## src/rtl/ppg_pkg.sv

```systemverilog
package ppg_pkg;
  typedef enum logic {
    PH_LOW  = 1'b0,
    PH_HIGH = 1'b1
  } ppg_phase_e;

  function automatic ppg_phase_e ph_flip(input ppg_phase_e p);
    return (p == PH_LOW) ? PH_HIGH : PH_LOW;
  endfunction
endpackage

```

## src/rtl/ppg_reload_mux.sv

```systemverilog
module ppg_reload_mux
  import ppg_pkg::*;
#(
  parameter int W = 8
) (
  input  ppg_phase_e     sel,
  input  logic [W-1:0]   rld_low,
  input  logic [W-1:0]   rld_high,
  output logic [W-1:0]   val
);
  always_comb begin
    val = (sel == PH_HIGH) ? rld_high : rld_low;
  end
endmodule

```

## src/rtl/ppg_stage.sv

```systemverilog
module ppg_stage
  import ppg_pkg::*;
#(
  parameter int W = 8
) (
  input  logic         clk,
  input  logic         rst_n,
  input  logic         run,        // stage enable
  input  logic         step,       // one count unit
  input  logic         ext_sel,    // reload phase chosen from outside
  input  ppg_phase_e   ext_phase,  // phase used when ext_sel is high
  input  logic [W-1:0] rld_low,
  input  logic [W-1:0] rld_high,
  output ppg_phase_e   phase,
  output logic         wrap
);
  localparam logic [W-1:0] ZERO = '0;

  logic [W-1:0] cnt_q, cnt_d;
  logic [W-1:0] rld_val;
  ppg_phase_e   ph_d;
  ppg_phase_e   sel_ph;

  assign wrap = run & step & (cnt_q == ZERO);

  // Reload phase: own next phase, or the one given by the next stage.
  always_comb begin
    sel_ph = ext_sel ? ext_phase : ph_flip(phase);
  end

  ppg_reload_mux #(.W(W)) u_mux (
    .sel      (sel_ph),
    .rld_low  (rld_low),
    .rld_high (rld_high),
    .val      (rld_val)
  );

  // Next state
  always_comb begin
    cnt_d = cnt_q;
    ph_d  = phase;
    if (!run) begin
      cnt_d = rld_low;
      ph_d  = PH_LOW;
    end else if (step) begin
      if (cnt_q == ZERO) begin
        cnt_d = rld_val;
        ph_d  = ph_flip(phase);
      end else begin
        cnt_d = cnt_q - 1'b1;
      end
    end
  end

  // State register
  always_ff @(posedge clk or negedge rst_n) begin
    if (!rst_n) begin
      cnt_q <= ZERO;
      phase <= PH_LOW;
    end else begin
      cnt_q <= cnt_d;
      phase <= ph_d;
    end
  end
endmodule

```

## src/rtl/ppg_cascade.sv

```systemverilog
module ppg_cascade
  import ppg_pkg::*;
#(
  parameter int W = 8
) (
  input  logic         clk,
  input  logic         rst_n,
  input  logic         cnt_en,
  input  logic         pre_en,
  input  logic         out_en,
  input  logic [W-1:0] pre_low_rld,
  input  logic [W-1:0] pre_high_rld,
  input  logic [W-1:0] out_low_rld,
  input  logic [W-1:0] out_high_rld,
  output logic         pre_pin,
  output logic         out_pin
);
  ppg_phase_e pre_phase, out_phase, out_next;
  logic       pre_tick, out_wrap;

  // Phase the output stage holds after this edge; steers prescaler reload.
  always_comb begin
    out_next = out_wrap ? ph_flip(out_phase) : out_phase;
  end

  ppg_stage #(.W(W)) u_pre (
    .clk       (clk),
    .rst_n     (rst_n),
    .run       (pre_en),
    .step      (cnt_en),
    .ext_sel   (out_en),
    .ext_phase (out_next),
    .rld_low   (pre_low_rld),
    .rld_high  (pre_high_rld),
    .phase     (pre_phase),
    .wrap      (pre_tick)
  );

  ppg_stage #(.W(W)) u_out (
    .clk       (clk),
    .rst_n     (rst_n),
    .run       (out_en),
    .step      (pre_tick),
    .ext_sel   (1'b0),
    .ext_phase (PH_LOW),
    .rld_low   (out_low_rld),
    .rld_high  (out_high_rld),
    .phase     (out_phase),
    .wrap      (out_wrap)
  );

  assign pre_pin = (pre_phase == PH_HIGH);
  assign out_pin = (out_phase == PH_HIGH);
endmodule

```

## config.mk

```make
export PLATFORM = sky130hd
export DESIGN_NAME = ppg_cascade
export DESIGN_NICKNAME = d
export VERILOG_FILES = /design/src/rtl/ppg_pkg.sv /design/src/rtl/ppg_reload_mux.sv /design/src/rtl/ppg_stage.sv /design/src/rtl/ppg_cascade.sv
export SDC_FILE = /design/constraint.sdc
export NUM_CORES = 1
export LEC_CHECK = 0
export CAP_MARGIN = 20
export CORE_ASPECT_RATIO = 1.25
export CORE_MARGIN = 2
export CORE_UTILIZATION = 40
export CTS_CLUSTER_DIAMETER = 60
export DETAILED_ROUTE_END_ITERATION = 12
export PLACE_DENSITY = 0.69
export SLEW_MARGIN = 40
export SYNTH_ARGS = -nofsm -noshare
export SYNTH_HDL_FRONTEND = slang
export SYNTH_SLANG_ARGS = --single-unit
```

## constraint.sdc

```tcl
create_clock -name clk -period 6.6 [get_ports clk]
set_input_delay 0.99 -clock clk [delete_from_list [all_inputs] [get_ports clk]]
set_output_delay 0.99 -clock clk [all_outputs]
set_load 0.02 [all_outputs]
```

==> out/results.txt <==
final core occ = 0.5341
Post-synth ARST share = 1.000
area leader, netlist = dfrtp_1
Die H = 75.05 um
post-CTS sizing = 0
post-synthesis sequential area ratio = 0.2789
synth cell count leaders = dfrtp_1, nor2_1, nand2_1
CTS tree = done
CP max FO = 19
grt total ovfl = 0
Mapped Cells = 207
share of the synthesized area in the top cell type = 0.2789
Core ar. = 3816 um^2
final std cells w/o fill = 288
Place WS = 2.870 ns
Mapped Avg Cell Area = 7.803 um^2
Critical Path AT = 3.67 ns
Synth cell types = 47
total global-route track usage = 0.2061
WS Path Type = in2reg
Rel. slew slack = 0.5257
row count = 25
fill count = 398
placed inst area = 1983 um^2
HPWL after DPL = 2992 um
fin nets = 275
Hold WC Path Type = reg2reg
Via density = 5.646
R2R setup slack = 3.49 ns
cell with the most instances after synthesis = dfrtp_1
endpoints failing setup = 0
Max VDD drop = 0.09488 mV
clock buffer depth = 2
P per Cell Area = 151.3 nW/um^2
TritonRoute pass-1 iters = 4
RSZ-0062 raised after global routing = false
Root Buffer = clkbuf_8
Iter 0 DRT Violations = 142
max cap viols = 0
Area Overhead vs Synth = 26.18%
Post-synth EDFFs = 0
Tcrit/Tclk final = 0.5319
vias in the first global route = 1506
antenna viol nets, final = 0
Ys Warns = 0
Residual DRC = 0
synth top area cells = dfrtp_1, nor3_1, o21ai_0
Post-CTS Setup Bufs = 0
worst skew pair latency = 0.26 ns
Max Slew Vio Count = 0
Sink Count = 18
H-tree depth = 1
Main synth FF type = dfrtp_1
Post-Route Skew = 0.002357 ns
Total Neg Setup Slack = 0 ns
gpl congestion = 0.8532
initial antenna violation count = 0
Starting Density = 0.4233
count of input and output buffers = 38
Die Span X = 60.84 um
largest net degree at the start of global routing = 22
status = completed
Hold Buf Count CTS = 0
fraction of final layout cells sized beyond drive strength 1 = 0.03846
Mapped Nets = 247
Post-Route WL = 4179 um
worst path required time = 6.76 ns
via count = 1626
Leak Pwr = 0.7331 nW
crit end category = flop
placed cells = 284
final instance area = 2038 um^2
ant diodes = 0
Hold Fails Final Rpt = 0
CTS buffer count = 3
fmax = 284.9 MHz
Synth Register Bits = 18
Slew @ Worst Pin = 0.7114 ns
clock-pin slew on the worst setup and hold paths = 0.07 ns
final critical-path setup slack = 3.089 ns
Synth Cell Area = 1615 um^2
min Tclk post-route = 3.511 ns
Die ar. = 4566 um^2
Worst setup SP type = input port
first-pass GRT wire length = 7086 um
io pins = 39
post-DR wirelength/cell = 14.51 um
==> critical path, cell delays in order <==
cell and delay, ns:
clkdlybuf4s50_1 0.82, nand2_1 0.20, or3_1 0.70, o31ai_4 0.57, o32ai_1 0.17, a221oi_1 0.23
==> power breakdown <==
group	total [mW]	switching, mW	leakage, nW	internal (mW)
logic	0.0798	0.0380	0.491	0.0418
registers	0.135	0.0140	0.213	0.121
clock network	0.0935	0.0404	0.0288	0.0531
==> logic make-up after synthesis <==
logic type      after synthesis  share of synthesized area
compound gates               67                     0.2951
xor+xnor                      5                    0.02712
fa+ha+maj                     3                    0.02324
buf+inv                      27                    0.07435
flops                        18                     0.2789
mux                           6                    0.03718
simple gates                 81                     0.2641
==> stage by stage <==
step / total power [mW] / hold WS (ns)
2_1_floorplan: 0.1806 / 0.5424
3_3_place_gp: 0.2171 / 0.5744
3_5_place_dp: 0.2168 / 0.5757
4_1_cts: 0.3115 / 0.5919
5_1_grt: 0.3310 / 0.6204
6_report: 0.3083 / 0.5863
==> metal layers <==
layer	track usage	part of all wire
met1	0.2487	0.43
met5	0	0
met4	0.06522	0.0074
met2	0.3751	0.52
met3	0.02405	0.043
==> cell usage in the layout, fill, tap and decap left out, types with 7 or more instances in the layout <==
| cell | synthesis | routed |
|---|---|---|
| clkdlybuf4s50_1 | 0 | 37 |
| dfrtp_1 | 18 | 18 |
| nor2_1 | 16 | 16 |
| nand2_1 | 15 | 15 |
| nor3_1 | 13 | 13 |
| o21ai_0 | 13 | 13 |
| inv_1 | 11 | 11 |
| or3_1 | 10 | 10 |
| a21oi_1 | 9 | 9 |
| a31oi_1 | 7 | 7 |
==> cell type report <==
| class | instances | area (um^2) | area share |
|---|---|---|---|
| Tap cell | 54 | 67.56 | 0.03315 |
| Sequential cell | 18 | 450.4 | 0.2210 |
| Inverter | 12 | 45.04 | 0.02210 |
| Clock buffer | 4 | 55.05 | 0.02701 |
| Timing Repair Buffer | 38 | 375.4 | 0.1842 |
| Multi-Input combinational cell | 162 | 1045 | 0.5126 |
==> sequential cells by signal, indices dropped and copies added, names as in the netlist <==
register     flops
u_pre.phase      1
u_out.phase      1
u_pre.cnt_q      8
u_out.cnt_q      8
==> final timing paths <==
path | start | endpoint | cells past startpoint
worst max-delay path | cnt_en | u_pre.cnt_q[5] | 6
worst min-delay path | u_out.cnt_q[5] | u_out.cnt_q[5] | 2
worst max register to register | u_pre.cnt_q[0] | u_pre.cnt_q[5] | 7
worst min register to register | u_out.cnt_q[5] | u_out.cnt_q[5] | 2
max in group asynchronous | rst_n | u_pre.cnt_q[1] | 1
min in group asynchronous | rst_n | u_pre.cnt_q[4] | 1
Note: power is estimated with default switching activity, not from simulation.
